[src/rtl/opr1_pkg.sv]
package opr1_pkg;

  // Decoded micro-operation controls of one operate word
  typedef struct packed {
    logic clr_a;   // clear accumulator
    logic clr_l;   // clear link
    logic inv_a;   // invert accumulator
    logic inv_l;   // invert link
    logic rot_r;   // rotate right
    logic rot_l;   // rotate left
    logic dbl;     // byte swap / double rotate
    logic inc;     // increment
  } opr1_ctl_t;

  localparam int unsigned MAJOR_W = 3;

endpackage

[src/rtl/opr1_decode.sv]
module opr1_decode
  import opr1_pkg::*;
#(
  parameter int unsigned DW = 12
) (
  input  logic [DW-1:0] word,
  output opr1_ctl_t     ctl,
  output logic          is_grp1,
  output logic          rot_conflict
);
  localparam int unsigned GRP_BIT = DW - MAJOR_W - 1;
  localparam logic [MAJOR_W-1:0] OPR_MAJOR = '1;

  always_comb begin
    is_grp1      = (word[DW-1 -: MAJOR_W] == OPR_MAJOR) && !word[GRP_BIT];
    ctl.clr_a    = word[7];
    ctl.clr_l    = word[6];
    ctl.inv_a    = word[5];
    ctl.inv_l    = word[4];
    ctl.rot_r    = word[3];
    ctl.rot_l    = word[2];
    ctl.dbl      = word[1];
    ctl.inc      = word[0];
    rot_conflict = word[3] && word[2];
  end
endmodule

[src/rtl/opr1_arith.sv]
module opr1_arith
  import opr1_pkg::*;
#(
  parameter int unsigned DW = 12
) (
  input  opr1_ctl_t     ctl,
  input  logic [DW-1:0] a_in,
  input  logic          l_in,
  output logic [DW-1:0] a_out,
  output logic          l_out
);
  logic [DW-1:0] a_clr, a_cmp;
  logic          l_clr, l_cmp;
  logic [DW:0]   sum;

  always_comb begin
    a_clr = ctl.clr_a ? '0 : a_in;
    l_clr = ctl.clr_l ? 1'b0 : l_in;
    a_cmp = ctl.inv_a ? ~a_clr : a_clr;
    l_cmp = ctl.inv_l ? ~l_clr : l_clr;
    sum   = {1'b0, a_cmp} + {{DW{1'b0}}, ctl.inc};
    a_out = sum[DW-1:0];
    l_out = l_cmp ^ sum[DW];
  end
endmodule

[src/rtl/opr1_rotate.sv]
module opr1_rotate
  import opr1_pkg::*;
#(
  parameter int unsigned DW = 12
) (
  input  opr1_ctl_t     ctl,
  input  logic [DW-1:0] a_in,
  input  logic          l_in,
  output logic [DW-1:0] a_out,
  output logic          l_out
);
  localparam int unsigned HALF = DW / 2;

  logic [DW:0] v, r1, r2, q1, q2, res;
  logic [DW-1:0] swp;

  assign v = {l_in, a_in};

  genvar gi;
  generate
    for (gi = 0; gi < HALF; gi++) begin : g_swap
      assign swp[gi]        = a_in[gi + HALF];
      assign swp[gi + HALF] = a_in[gi];
    end
  endgenerate

  always_comb begin
    r1 = {v[0], v[DW:1]};
    r2 = {v[1:0], v[DW:2]};
    q1 = {v[DW-1:0], v[DW]};
    q2 = {v[DW-2:0], v[DW:DW-1]};
    if (ctl.rot_r && !ctl.rot_l)      res = ctl.dbl ? r2 : r1;
    else if (ctl.rot_l && !ctl.rot_r) res = ctl.dbl ? q2 : q1;
    else if (!ctl.rot_r && ctl.dbl)   res = {l_in, swp};
    else                              res = v;
    a_out = res[DW-1:0];
    l_out = res[DW];
  end
endmodule

[src/rtl/opr1_unit.sv]
module opr1_unit
  import opr1_pkg::*;
#(
  parameter int unsigned DW          = 12,
  parameter int unsigned SYNC_STAGES = 2
) (
  input  logic          clk,
  input  logic          rst_n,
  input  logic          instr_valid,
  input  logic [DW-1:0] instr,
  input  logic          load_en,
  input  logic [DW-1:0] load_acc,
  input  logic          load_link,
  output logic [DW-1:0] acc,
  output logic          link,
  output logic          rot_err
);
  // reset: asynchronous assert, synchronous release
  logic [SYNC_STAGES-1:0] rst_pipe;
  logic                   rst_n_sync;

  always_ff @(posedge clk or negedge rst_n) begin
    if (!rst_n) rst_pipe <= '0;
    else        rst_pipe <= {rst_pipe[SYNC_STAGES-2:0], 1'b1};
  end
  assign rst_n_sync = rst_pipe[SYNC_STAGES-1];

  opr1_ctl_t     ctl;
  logic          is_grp1, rot_conflict;
  logic [DW-1:0] mid_a, fin_a;
  logic          mid_l, fin_l;

  opr1_decode #(.DW(DW)) u_dec (
    .word(instr), .ctl(ctl), .is_grp1(is_grp1), .rot_conflict(rot_conflict)
  );
  opr1_arith #(.DW(DW)) u_arith (
    .ctl(ctl), .a_in(acc), .l_in(link), .a_out(mid_a), .l_out(mid_l)
  );
  opr1_rotate #(.DW(DW)) u_rot (
    .ctl(ctl), .a_in(mid_a), .l_in(mid_l), .a_out(fin_a), .l_out(fin_l)
  );

  logic [DW-1:0] acc_q, acc_d;
  logic          link_q, link_d, err_q, err_d, state_en;

  always_comb begin
    acc_d    = acc_q;
    link_d   = link_q;
    err_d    = 1'b0;
    state_en = 1'b0;
    if (load_en) begin
      acc_d    = load_acc;
      link_d   = load_link;
      state_en = 1'b1;
    end else if (instr_valid && is_grp1) begin
      if (rot_conflict) begin
        err_d = 1'b1;
      end else begin
        acc_d    = fin_a;
        link_d   = fin_l;
        state_en = 1'b1;
      end
    end
  end

  always_ff @(posedge clk or negedge rst_n_sync) begin
    if (!rst_n_sync) begin
      acc_q  <= '0;
      link_q <= 1'b0;
      err_q  <= 1'b0;
    end else begin
      err_q <= err_d;
      if (state_en) begin
        acc_q  <= acc_d;
        link_q <= link_d;
      end
    end
  end

  assign acc     = acc_q;
  assign link    = link_q;
  assign rot_err = err_q;

  // direct write lands on the next edge
  a_r2_load: assert property (@(posedge clk) disable iff (!rst_n_sync)
    load_en |=> (acc == $past(load_acc)) && (link == $past(load_link)));

  // idle cycles and foreign words keep state
  a_r3_ignore: assert property (@(posedge clk) disable iff (!rst_n_sync)
    (!load_en && !(instr_valid && is_grp1)) |=> $stable(acc) && $stable(link));

  // conflicting rotate bits hold state and flag
  a_r10_conflict: assert property (@(posedge clk) disable iff (!rst_n_sync)
    (!load_en && instr_valid && is_grp1 && ctl.rot_r && ctl.rot_l)
      |=> rot_err && $stable(acc) && $stable(link));

  // flag only after a conflicting accepted word
  a_r11_err_clear: assert property (@(posedge clk) disable iff (!rst_n_sync)
    (load_en || !instr_valid || !is_grp1 || !rot_conflict) |=> !rot_err);

  // pure rotate or swap preserves the number of set bits
  a_r7_rot_bits: assert property (@(posedge clk) disable iff (!rst_n_sync)
    (!load_en && instr_valid && is_grp1 && !ctl.clr_a && !ctl.clr_l &&
     !ctl.inv_a && !ctl.inv_l && !ctl.inc && !(ctl.rot_r && ctl.rot_l))
      |=> $countones({link, acc}) == $past($countones({link, acc})));

  // a lone clear of the accumulator yields zero
  a_r4_clear: assert property (@(posedge clk) disable iff (!rst_n_sync)
    (!load_en && instr_valid && is_grp1 && ctl.clr_a && !ctl.inv_a &&
     !ctl.inc && !ctl.rot_r && !ctl.rot_l && !ctl.dbl) |=> acc == '0);
endmodule

[config.mk]
export PLATFORM = sky130hd
export DESIGN_NAME = opr1_unit
export DESIGN_NICKNAME = d
export VERILOG_FILES = /design/src/rtl/opr1_pkg.sv /design/src/rtl/opr1_decode.sv /design/src/rtl/opr1_arith.sv /design/src/rtl/opr1_rotate.sv /design/src/rtl/opr1_unit.sv
export SDC_FILE = /design/constraint.sdc
export NUM_CORES = 1
export LEC_CHECK = 0
export BUFFER_PORTS_ARGS = -buffer_cell sky130_fd_sc_hd__buf_2
export CORE_ASPECT_RATIO = 0.9
export CORE_MARGIN = 10
export CORE_UTILIZATION = 60
export CTS_CLUSTER_SIZE = 25
export DETAILED_ROUTE_END_ITERATION = 10
export GPL_TIMING_DRIVEN = 0
export PLACE_DENSITY = 0.95
export REMOVE_ABC_BUFFERS = 1
export SYNTH_ARGS = -nofsm -noshare
export SYNTH_HDL_FRONTEND = slang
export SYNTH_SLANG_ARGS = --single-unit
[constraint.sdc]
create_clock -name clk -period 1.2 [get_ports clk]
set_input_delay 0.24 -clock clk [delete_from_list [all_inputs] [get_ports clk]]
set_output_delay 0.24 -clock clk [all_outputs]
set_load 0.01 [all_outputs]
======== After elaboration in Yosys (flattened, before gate mapping) ========
Index checks and enable logic that the tools add are counted.
operators by class
  bitwise operators ....................... 3
  divide/modulo/power cells ............... 0
  order comparisons ....................... 0
  muxes and demuxes ....................... 21
  reduce and logical (&&, ||, !) cells .... 11
  multiply operators ...................... 0
  add/subtract/negate cells ............... 1
  eq/ne operators ......................... 2
  shift-type cells ........................ 0
operator list
  kind                  count
  $mux W12              6
  $mux W13              4
  $add A12 B1 Y13       1
  $not A12 Y12          1
  $mux W1               11
  $logic_and A1 B1 Y1   6
  $eq A3 B3 Y1 const B  1
  $logic_not A1 Y1      3
  $reduce_and A3 Y1     1
  $ne A2 B2 Y1 const B  1
  $reduce_bool A2 Y1    1
  $not A1 Y1            1
  $xor A1 B1 Y1         1
storage, ports and cells
  word-level logic and storage cells ...... 42
  output and inout bits ................... 14
  register bits after elaboration ......... 16
  bits in read-only memories .............. 0
  memories kept ........................... 0
  bits of input ports ..................... 29
  bits in latches ......................... 0
  bits in writable memories ............... 0

======== Logic depth before layout (Yosys ltp) ========
Gate-level depths: netlist of run 1.
  depth in word-level cells ............... 11
  mapped depth ............................ 12
  depth with buffers taken out ............ 10

======== By module ========
Synthesis of run 1 repeated with hierarchy kept, for this count alone.
unflattened totals
  cells, all modules ...................... 278
  area, all modules ....................... 2,434.8 µm²
by module, submodules not included
  module       cells each  seq. area each (µm²)  times used  area each (µm²)
  opr1_rotate  129         0.0                   1           888.4
  opr1_unit    50          400.4                 1           803.3
  opr1_arith   89          0.0                   1           666.9
  opr1_decode  10          0.0                   1           76.3

======== Worst setup path after synthesis of run 1 ========
OpenSTA, ideal clock, no wires.
  kind .................................... input port to flip-flop
  start ................................... input instr[7]
  end ..................................... register acc_q[10] (netlist: acc[10])
  buffers on the path ..................... 2
  setup time .............................. 0.134 ns
  required time ........................... 1.066 ns
  stages on the path ...................... 11
  arrival time ............................ 2.266 ns
  slack ................................... -1.200 ns
  path through ............................ buf_2 -> buf_4 -> nand2b_1 -> xnor2_1 -> ha_1 -> inv_1 -> a221oi_2 -> mux2i_1 -> nor2_1 -> a221oi_1 -> a31oi_1
on the way
  word-level cells in the longest chain between the ends .. 10
  elaborated cells on any way between the ends .. 13
  those cells by class .................... add/sub: 1; mux: 10; bitwise: 2
ends and longest elaborated chain
  item                                line                                  RTL
  from (decl)                         opr1_unit.sv:10                       input logic [DW-1:0] instr,
  $mux W12 (*)                        opr1_arith.sv:17                      a_clr = ctl.clr_a ? '0 : a_in;
  $not A12 Y12                        opr1_arith.sv:19                      a_cmp = ctl.inv_a ? ~a_clr : a_clr;
  $mux W12 (*)                        opr1_arith.sv:19
  $add A12 B1 Y13 (*)                 opr1_arith.sv:21                      sum = {1'b0, a_cmp} + {{DW{1'b0}}, ctl.inc};
  $mux W12 (tied with other cells)    opr1_rotate.sv:34                     else if (!ctl.rot_r && ctl.dbl) res = {l_in, swp};
  $mux W13, on equally long branches  opr1_rotate.sv:33, opr1_rotate.sv:32
  $mux W13 (*)                        opr1_rotate.sv:32                     if (ctl.rot_r && !ctl.rot_l) res = ctl.dbl ? r2 : r1;
  $mux W12 (*)                        opr1_unit.sv:56                       if (rot_conflict) begin
  $mux W12 (*)                        opr1_unit.sv:55                       end else if (instr_valid && is_grp1) begin
  $mux W12 (*)                        opr1_unit.sv:51                       if (load_en) begin
  to (signal assigned)                opr1_unit.sv:68                       acc_q <= '0;
  to (signal assigned)                opr1_unit.sv:74                       acc_q <= acc_d;
  to (decl)                           opr1_unit.sv:43                       logic [DW-1:0] acc_q, acc_d;
Every way passes the cells marked *; elsewhere a longest branch is shown, timed or not. The select of a mux whose other input is x is not followed.
A chain may end at the register's enable or synchronous reset.

======== Worst setup path in the final report of run 1 ========
  start ................................... register acc_q[0] (netlist: acc[0])
  end ..................................... register acc_q[5] (netlist: acc[5])
on the way
  word-level cells in the longest chain between the ends .. 10
  elaborated cells on any way between the ends .. 12
  those cells by class .................... add/sub: 1; mux: 10; bitwise: 1
ends and longest elaborated chain
  item                                  line                                  RTL
  $mux W12 (*)                          opr1_arith.sv:17
  $not A12 Y12                          opr1_arith.sv:19
  $mux W12 (*)                          opr1_arith.sv:19
  $add A12 B1 Y13 (*)                   opr1_arith.sv:21
  $mux W12 or $mux W13 (tied branches)  opr1_rotate.sv:34, opr1_rotate.sv:33
  $mux W13                              opr1_rotate.sv:33                     else if (ctl.rot_l && !ctl.rot_r) res = ctl.dbl ? q2 : q1;
  $mux W13 (*)                          opr1_rotate.sv:32
  $mux W12 (*)                          opr1_unit.sv:56
  $mux W12 (*)                          opr1_unit.sv:55
  $mux W12 (*)                          opr1_unit.sv:51
Marks and branches as above.

==> results of run 1 <==
==> Yosys cell counts (all sizes together), types with 2 or more instances <==
cell and instances:
nor2 30, o21ai 26, a21oi 20, xnor2 19, nand2 18, dfrtp 16, clkbuf 11, nand2b 11
nor3 9, a22oi 7, inv 7, nand3 7, nor2b 7, a221oi 6, and2 6, buf 6
mux2i 6, o22ai 6, a211oi 5, o211ai 5, o31ai 4, a21o 3, a31oi 3, nand4 3
nor4 3, o41ai 3, a2111oi 2, clkinv 2, ha 2, o21a 2, o21bai 2
==> stage by stage <==
| step | cells | setup TNS [ns] |
|---|---|---|
| global route | 364 | -15.52 |
| floorplan | 256 | -10.77 |
| finish | 364 | -14.72 |
| CTS | 362 | -12.09 |
| detailed placement | 340 | -18.22 |
| global placement | 340 | -17.90 |
==> where the power goes <==
| group | internal, uW | total, uW | switching, uW |
|---|---|---|---|
| combinational | 556 | 1320 | 760 |
| clock | 223 | 422 | 199 |
| sequential | 596 | 707 | 111 |
==> sequential cells by signal, indices dropped and copies added, names as in the netlist <==
register	cells
rst_pipe	2
rot_err	1
link	1
acc	12
==> repair_timing <==
action                                  CTS  global route
setup buffers                            18             4
hold buffers                              1             0
cloned                                    0             0
resized for setup                        63            28
pin swaps                                27            11
endpoints found under the hold margin     2             0
endpoints found under the setup margin   15            22
==> per-layer routing <==
metal / vias up / part of all wire / track usage
li1: 1116 / - / -
met1: 1196 / 0.35 / 0.312
met2: 279 / 0.44 / 0.418
met3: 96 / 0.13 / 0.0690
met4: 0 / 0.078 / 0.132
met5: - / 0 / 0
==> path summary, 6_finish.rpt <==
check / startpoint / end / slack, ns / depth (start not counted)
hold reg to reg: rst_pipe[1]$_DFF_PN0_ / rot_err$_DFF_PN0_ / 0.27 / 0
hold / removal: load_acc[9] / acc[9]$_DFFE_PN0P_ / 0.23 / 3
min in group asynchronous: rst_pipe[1]$_DFF_PN0_ / rot_err$_DFF_PN0_ / 0.27 / 0
max in group asynchronous: rst_pipe[1]$_DFF_PN0_ / acc[3]$_DFFE_PN0P_ / 0.46 / 0
setup reg to reg: acc[0]$_DFFE_PN0P_ / acc[5]$_DFFE_PN0P_ / -1.23 / 10
setup / recovery: acc[0]$_DFFE_PN0P_ / acc[5]$_DFFE_PN0P_ / -1.23 / 10
==> critical path, stage by stage, from the launching register on <==
cell,delay (ns)
dfrtp_1,0.39
nand2b_1,0.11
xnor2_2,0.18
ha_4,0.21
buf_4,0.17
a21oi_1,0.33
a21oi_2,0.10
a2111o_1,0.48
a21oi_1,0.15
o21ai_0,0.11
nand4_1,0.13
==> layout make-up <==
type | instances | area [sq um] | share of cell area
clock buffer | 3 | 41.3 | 0.0149
inverter | 9 | 38.8 | 0.0140
sequential | 16 | 412 | 0.149
timing repair buffer | 63 | 439 | 0.159
tap | 42 | 52.6 | 0.0190
multi-input combinational | 231 | 1780 | 0.644
==> cells by family (layout without fill, tap and decap cells) <==
logic type / Yosys count / count (layout)
adder cells (fa/ha/maj): 2 / 2
XOR/XNOR: 20 / 20
multiplexers: 6 / 6
flip-flops: 16 / 16
buffers and inverters: 26 / 75
AND/OR/NAND/NOR: 99 / 99
other: 1 / 1
AO/OA/AOI/OAI: 103 / 103
==> results.py, run 1 <==
metrics = {
    "floorplan": {
        "die_h_um": 74.7,
        "rows": 19,
        "num_io_pins": 43,
        "core-area_sq_um": 3110,
        "die_w_um": 80.8,
        "initial_utilization": 0.642,
        "die_area_sq_um": 6040,
    },
    "outcome": {
        "violations": "negative setup slack",
        "outcome": "complete, but fails checks",
    },
    "yosys": {
        "postSynthCellCount": 273,
        "ys_types": 57,
        "yosysSeqAreaShare": 0.200,
        "synth.cell_area_sq_um": 2000,
        "synth_top_flop_cell": "dfrtp_1",
        "avgSynthCellArea_sq_um": 7.32,
        "synth_area_leader_cell": "dfrtp_1",
        "synth.mux.area_fraction": 0.0301,
        "ys_ff_latch": 16,
        "synth_compound_area_frac": 0.356,
        "synth_edf_count": 0,
        "async_reset_ff_frac": 1.00,
        "synthAdderAreaFrac": 0.0125,
        "synth-simple-area-share": 0.253,
        "synth_top_cell_area_share": 0.200,
        "netlist_top_cells_area": "dfrtp_1 20%, xnor2_1 7.9%, nor2_1 5.4%",
        "synth-xor-area-share": 0.0914,
        "yosys_warnings": 0,
        "synth_top_family_by_area": "compound AO/OA/AOI/OAI gates",
    },
    "sta": {
        "max_clock_freq_mhz": 412,
        "setup_viol": 17,
        "skew_ns": 0.00403,
        "post-route-period-util": 2.02,
        "slew_viol_final": 0,
        "hold_ws_ns": 0.233,
        "hold_viol": 0,
        "worstMarginPinSlew_ns": 0.660,
        "grt_setup_unrepaired": "yes",
        "min_period_ns": 2.43,
        "fin_ws_ns": -1.23,
        "slew_headroom": 0.560,
    },
    "layout": {
        "fillers": 154,
        "fin_area_sq_um": 2760,
        "n_antenna_cell": 0,
        "drive_above_1_share": 0.382,
        "final_util": 0.888,
        "layout_common_cells": "34 x buf_2, 29 x nor2_1, 17 x a21oi_1",
        "nets": 355,
        "final_common_cell": "buf_2",
        "syn2layout_area_growth_pct": 38.3,
    },
    "placed_design": {
        "port_buffers": 42,
        "dp_slack_ns": -1.63,
        "gp_congestion": 1.02,
        "dp_hpwl_mm": 4.78,
        "placed_cell_area_sq_um": 2180,
    },
    "cts": {
        "cts.sinks": 16,
        "h-tree-depth": 1,
        "clockRootBuffer": "clkbuf_8",
        "clk_pin_slew_worst_paths_ns": 0.07,
        "cts_tree": "done",
        "cts_buffers": 3,
        "clkLatencyLatePin_ns": 0.26,
        "clock_path_buffers": 2,
    },
    "detailed_routing": {
        "drt-initial-drc-count": 561,
        "vias": 2687,
        "ant_nets": 0,
        "viasPerCell": 7.38,
        "drc": 0,
        "wl_per_cell_um": 24.0,
        "wirelength_mm": 8.75,
        "firstDrtPassIters": 8,
    },
    "power": {
        "leakagePower_uw": 0.00108,
        "peakVddDrop_mv": 0.835,
        "p_per_area_nw_per_um2": 884,
        "p_total_uw": 2440,
    },
    "worst_setup_path": {
        "required_ns": 1.38,
        "path_max_fanout": 4,
        "setup.worst_path.end_class": "register",
        "cp_data_arrival_time_ns": 2.61,
        "setup.worst_path.start_class": "register",
        "crit_type": "register to register",
    },
    "global_routing": {
        "overflow": 0,
        "grt_max_degree": 34,
        "grt_use_total": 0.259,
        "grt_pass1_vias": 2515,
        "grt_pass1_wl_mm": 12.6,
        "antenna_found_initial": 0,
    },
    "min_path": {
        "hp-class": "input port to register",
    },
    "flow_run": {
        "cap_viol_max_count": 0,
    },
}
(Power assumes the default switching activity.)
==> run 2, diff against run 1 <==
SKIP_LAST_GASP = 1   (was default)
==> results.py, run 2 (synthesis gave the netlist of run 1 again) <==
metrics = {
    "power": {
        "p_per_area_nw_per_um2": 907,
        "peakVddDrop_mv": 0.895,
        "leakagePower_uw": 0.00108,
        "p_total_uw": 2570,
    },
    "placed_design": {
        "gp_congestion": 1.02,
        "placed_cell_area_sq_um": 2180,
        "dp_hpwl_mm": 4.78,
        "dp.cells": 340,
        "port_buffers": 42,
    },
    "global_routing": {
        "antenna_found_initial": 0,
        "overflow": 0,
        "grt_use_total": 0.270,
        "grt_max_degree": 34,
        "grt_pass1_vias": 2556,
        "grt_pass1_wl_mm": 12.9,
    },
    "layout": {
        "fin_cells": 366,
        "final_common_cell": "buf_2",
        "fillers": 129,
        "syn2layout_area_growth_pct": 41.5,
        "nets": 357,
        "drive_above_1_share": 0.414,
        "n_antenna_cell": 0,
        "largest_register_ffs": 12,
        "layout_common_cells": "37 x buf_2, 27 x nor2_1, 16 x nand2_1, 16 x buf_4, 15 x a21oi_1",
        "fin_area_sq_um": 2830,
    },
    "floorplan": {
        "die_w_um": 80.8,
        "initial_utilization": 0.642,
        "rows": 19,
        "die_h_um": 74.7,
        "num_io_pins": 43,
        "die_area_sq_um": 6040,
        "core-area_sq_um": 3110,
    },
    "worst_setup_path": {
        "crit_path_start": "acc[0]$_DFFE_PN0P_",
        "worstReg2RegStart": "acc[0]$_DFFE_PN0P_",
        "setup.worst_path.start_class": "register",
        "setup.worst_path.end_class": "register",
        "required_ns": 1.33,
        "cp_data_arrival_time_ns": 2.80,
        "path_max_fanout": 4,
        "crit_type": "register to register",
    },
    "sta": {
        "min_period_ns": 2.67,
        "worstMarginPinSlew_ns": 0.725,
        "slew_viol_final": 0,
        "fin_ws_ns": -1.47,
        "max_clock_freq_mhz": 374,
        "hold_ws_ns": 0.241,
        "slew_headroom": 0.517,
        "skew_ns": 0.00134,
        "grt_setup_unrepaired": "yes",
        "hold_viol": 0,
        "post-route-period-util": 2.23,
        "setup_viol": 19,
    },
    "min_path": {
        "hold_start": "load_acc[6]",
        "hp-class": "input port to register",
    },
    "detailed_routing": {
        "ant_nets": 0,
        "wl_per_cell_um": 28.1,
        "drc": 0,
        "drt-initial-drc-count": 644,
        "wirelength_mm": 10.3,
        "viasPerCell": 8.15,
        "firstDrtPassIters": 9,
        "vias": 2983,
    },
    "cts": {
        "h-tree-depth": 1,
        "clockRootBuffer": "clkbuf_8",
        "cts_buffers": 3,
        "clkLatencyLatePin_ns": 0.26,
        "cts.sinks": 16,
        "clk_pin_slew_worst_paths_ns": 0.07,
        "cts_tree": "done",
        "clock_path_buffers": 2,
    },
    "outcome": {
        "outcome": "complete, but fails checks",
        "violations": "negative setup slack",
    },
    "flow_run": {
        "cap_viol_max_count": 0,
    },
}
-- run 2: cell type report --
class / instances / area, sq um / share of cell area
multi-input cells: 231 / 1840 / 0.652
repair buffers: 65 / 439 / 0.155
flip-flops and latches: 16 / 412 / 0.146
well taps: 42 / 52.6 / 0.0186
clock buffers: 3 / 41.3 / 0.0146
inverters: 9 / 40.0 / 0.0142
-- run 2: stage by stage --
step | util | TNS (ns) | worst slack (ns)
3_5_place_dp | 0.701 | -18.22 | -1.63
6_report | 0.908 | -16.83 | -1.47
4_1_cts | 0.834 | -12.26 | -0.979
5_1_grt | 0.908 | -17.50 | -1.50
3_3_place_gp | 0.701 | -17.90 | -1.61
2_1_floorplan | - | -10.77 | -1.00
-- run 2: layer usage --
| metal | GRT usage | share of wire |
|---|---|---|
| met1 | 0.326 | 0.32 |
| met2 | 0.416 | 0.41 |
| met3 | 0.0679 | 0.18 |
| met4 | 0.186 | 0.093 |
| met5 | 0 | 0 |
-- run 2: final timing paths --
| check | end | slack (ns) | depth (start not counted) |
|---|---|---|---|
| worst min register to register | acc[7]$_DFFE_PN0P_ | 0.28 | 0 |
| worst min-delay path | acc[6]$_DFFE_PN0P_ | 0.24 | 3 |
| worst max-delay path | acc[8]$_DFFE_PN0P_ | -1.47 | 9 |
| worst max register to register | acc[8]$_DFFE_PN0P_ | -1.47 | 9 |
| min in group asynchronous | acc[7]$_DFFE_PN0P_ | 0.28 | 0 |
| max in group asynchronous | acc[8]$_DFFE_PN0P_ | 0.46 | 0 |
-- run 2: timing repair --
item                                   in CTS  in global routing
pin swaps                                  27                 20
buffers inserted                           18                  5
hold buffers                                1                  0
setup endpoints to repair                  15                 22
endpoints found under the hold margin       2                  0
resized for setup                          55                 46
cloned                                      0                  0
-- run 2: where the power goes --
| part | switching [uW] | internal (uW) | total, uW | leakage, uW |
|---|---|---|---|---|
| Clock | 209 | 224 | 433 | 0.0000216 |
| Sequential | 117 | 595 | 712 | 0.000179 |
| Combinational | 853 | 567 | 1420 | 0.000879 |
| Total | 1180 | 1390 | 2570 | 0.00108 |
-- run 2: critical path, stage by stage (launching register included) --
cell      delay [ns]
dfrtp_1         0.41
nand2b_1        0.13
xnor2_2         0.29
ha_2            0.25
inv_2           0.08
a211oi_2        0.30
xnor2_2         0.27
nor2_1          0.15
nor3_1          0.50
o41ai_2         0.15
==> run 3, diff against run 2 <==
ABC_AREA = 1   (was default)
CORE_MARGIN = default   (was 10)
CORE_UTILIZATION = 56   (was 60)
PLACE_DENSITY = 0.92   (was 0.95)
clock period = 2.9 ns   (was 1.2 ns; I/O delays follow)
==> results.py, run 3 <==
metrics = {
    "sta": {
        "setup_viol": 0,
        "min_period_ns": 2.52,
        "slew_headroom": 0.355,
        "hold_viol": 0,
        "grt_setup_unrepaired": "no",
        "max_clock_freq_mhz": 396,
        "post-route-period-util": 0.870,
        "worstMarginPinSlew_ns": 0.965,
        "setup_tns_ns": 0,
        "slew_viol_final": 0,
        "fin_ws_ns": 0.376,
        "skew_ns": 0.0147,
    },
    "layout": {
        "drive_above_1_share": 0.190,
        "syn2layout_area_growth_pct": 12.5,
        "final_common_cell": "nand2_1",
        "n_antenna_cell": 0,
        "nets": 454,
        "layout_common_cells": "172 x nand2_1, 55 x nand3_1, 42 x buf_2",
        "largest_register_ffs": 12,
        "fin_cells": 466,
    },
    "yosys": {
        "async_reset_ff_frac": 1.00,
        "postSynthCellCount": 391,
        "avgSynthCellArea_sq_um": 5.37,
        "synth_top_cell_area_share": 0.308,
        "synthAdderAreaFrac": 0.0119,
        "synth.mux.area_fraction": 0,
        "synth-simple-area-share": 0.619,
        "synth_edf_count": 0,
        "synth_top_family_by_area": "simple AND/OR/NAND/NOR gates",
        "netlist_top_cells_area": "nand2_1 31%, dfrtp_1 19%, nand3_1 13%",
        "yosys_warnings": 0,
        "synth-xor-area-share": 0.0125,
        "yosysSeqAreaShare": 0.191,
        "synthTopCellsByCount": "172 x nand2_1, 55 x nand3_1, 39 x nor2_1",
        "synth_compound_area_frac": 0.0602,
        "synth_area_leader_cell": "nand2_1",
        "ys_ff_latch": 16,
        "synth_top_flop_cell": "dfrtp_1",
        "ys_types": 32,
        "synth.cell_area_sq_um": 2100,
        "synth.most_common_cell": "nand2_1",
    },
    "cts": {
        "h-tree-depth": 1,
        "clock_path_buffers": 2,
        "clk_pin_slew_worst_paths_ns": 0.08,
        "cts_tree": "done",
        "cts_buffers": 3,
        "clockRootBuffer": "clkbuf_8",
        "cts.sinks": 16,
        "clkLatencyLatePin_ns": 0.26,
    },
    "power": {
        "intPower_uw": 513,
        "leakagePower_uw": 0.00141,
        "combPwrFrac": 0.467,
        "peakVddDrop_mv": 0.443,
        "clkPwrFrac": 0.228,
        "p_sw_uw": 406,
        "swShare": 0.442,
        "p_per_area_nw_per_um2": 389,
        "p_seq_frac": 0.305,
    },
    "floorplan": {
        "die_w_um": 66.5,
        "num_io_pins": 43,
        "core-area_sq_um": 3480,
        "initial_utilization": 0.604,
        "die_area_sq_um": 4000,
        "die_h_um": 60.1,
        "rows": 20,
    },
    "detailed_routing": {
        "ant_nets": 0,
        "drt-initial-drc-count": 284,
        "wirelength_mm": 6.19,
        "firstDrtPassIters": 6,
        "viasPerCell": 5.61,
        "vias": 2612,
        "wl_per_cell_um": 13.3,
        "drc": 0,
    },
    "worst_setup_path": {
        "reg2reg_slack_ns": 0.73,
        "r2r-end": "acc[9]$_DFFE_PN0P_",
        "crit_type": "input port to register",
        "cpMostUsedCell": "nand2_1",
        "setup.worst_path.end_class": "register",
        "reg2regPathDepth": 17,
        "path_max_fanout": 23,
        "setup.worst_path.start_class": "input port",
        "crit_path_cell_trace": "buf_2 -> inv_2 -> nand2_1 -> xor2_1 -> inv_1 -> ha_1 -> nand3_2 -> nor2_4 -> nand3_1 -> nand2_1 -> nand2_1 -> nand2_1 -> nand2_1 -> nand2_1 -> nand3_1 -> nand2_1 -> nand2_1 -> nand2_1 -> nand2_1",
        "worstReg2RegStart": "acc[0]$_DFFE_PN0P_",
        "cp_data_arrival_time_ns": 2.69,
        "slowest_stage": "inv_2",
        "critPathMaxStageDelay_ns": 0.26,
        "required_ns": 3.06,
    },
    "placed_design": {
        "gp_congestion": 0.972,
        "dp.cells": 462,
        "dp_hpwl_mm": 4.81,
        "port_buffers": 42,
        "dp_slack_ns": -0.0206,
    },
    "global_routing": {
        "overflow": 0,
        "grt_pass1_vias": 2364,
        "grt_pass1_wl_mm": 10.3,
        "antenna_found_initial": 0,
        "grt_max_degree": 26,
        "grt_use_total": 0.340,
    },
    "min_path": {
        "hp-class": "input port to async pin",
    },
    "outcome": {
        "outcome": "finished clean",
    },
    "flow_run": {
        "cap_viol_max_count": 0,
    },
}
==> run 3: cell types whose count changed in the layout (fill, tap and decap cells not counted), moves of 8 or more <==
| cell | change |
|---|---|
| dfrtp_1 | +9 |
| nor2_1 | +11 |
| inv_1 | +22 |
| o21ai_0 | -8 |
| nand3_1 | +51 |
| nand2_2 | +8 |
| buf_6 | -11 |
| xnor2_1 | -12 |
| dfrtp_2 | -9 |
| buf_4 | -16 |
| nand2b_1 | -11 |
| nand2_1 | +156 |
==> run 3: repair_timing <==
item | in CTS | in global routing
setup endpoints to repair | 0 | 3
resized for setup | 0 | 1
hold buffers | 0 | 0
buffers inserted | 0 | 0
==> run 3: per-stage QoR <==
stage                     utilization  power, uW  area, sq um  hold slack, ns
after global placement          0.657        685         2290           0.243
after CTS                       0.678        906         2360           0.103
after floorplan                     -        568         2020           0.174
after detailed placement        0.663        700         2300           0.255
after global routing            0.679        977         2360          0.0999
final                           0.679        919         2360           0.105
==> run 3: how the worst max path moves through the flow <==
stage	startpoint	cells past startpoint	endpoint
2_1_floorplan	instr[7]	18	acc[8]$_DFFE_PN0P_
3_5_place_dp	instr[1]	12	acc[9]$_DFFE_PN0P_
4_1_cts	instr[1]	12	acc[9]$_DFFE_PN0P_
5_1_grt	instr[7]	19	acc[9]$_DFFE_PN0P_
3_3_place_gp	instr[1]	12	acc[9]$_DFFE_PN0P_
6_report	instr[7]	19	acc[9]$_DFFE_PN0P_
==> run 3: logic make-up after synthesis <==
logic type	after synthesis
DFF	16
adders and majority gates	2
other	1
AOI/OAI and AO/OA	23
buffers and inverters	53
xor gates and xnor gates	3
and+or+nand+nor	293
==> run 3: worst max-delay path: cells and delay by family <==
| kind | cells | cell delay, ns |
|---|---|---|
| buffers and inverters | 3 | 0.44 |
| AND/OR/NAND/NOR | 14 | 1.35 |
| XOR/XNOR | 1 | 0.15 |
| adder cells (fa/ha/maj) | 1 | 0.17 |
==> run 3: power groups by stage <==
stage	clock [uW]	sequential, uW	combinational [uW]
3_3_place_gp	0	282	403
6_report	209	280	429
5_1_grt	216	285	476
3_5_place_dp	0	284	417
4_1_cts	207	280	419
2_1_floorplan	0	290	278
==> run 3: area by class of cell <==
cell class	count	area, sq um
inverter	37	139
multi-input combinational	322	1490
tap	44	55.1
clock buffer	4	55.1
sequential	16	400
fill	335	1120
timing repair buffer	43	225
==> run 3: metal layers <==
layer	vias up	wire [um]	part of all wire	GRT usage
met3	23	655	0.11	0.0458
met2	181	2810	0.45	0.587
met4	0	172	0.028	0.0942
li1	1278	-	-	-
met5	-	0	0	0
met1	1130	2550	0.41	0.441
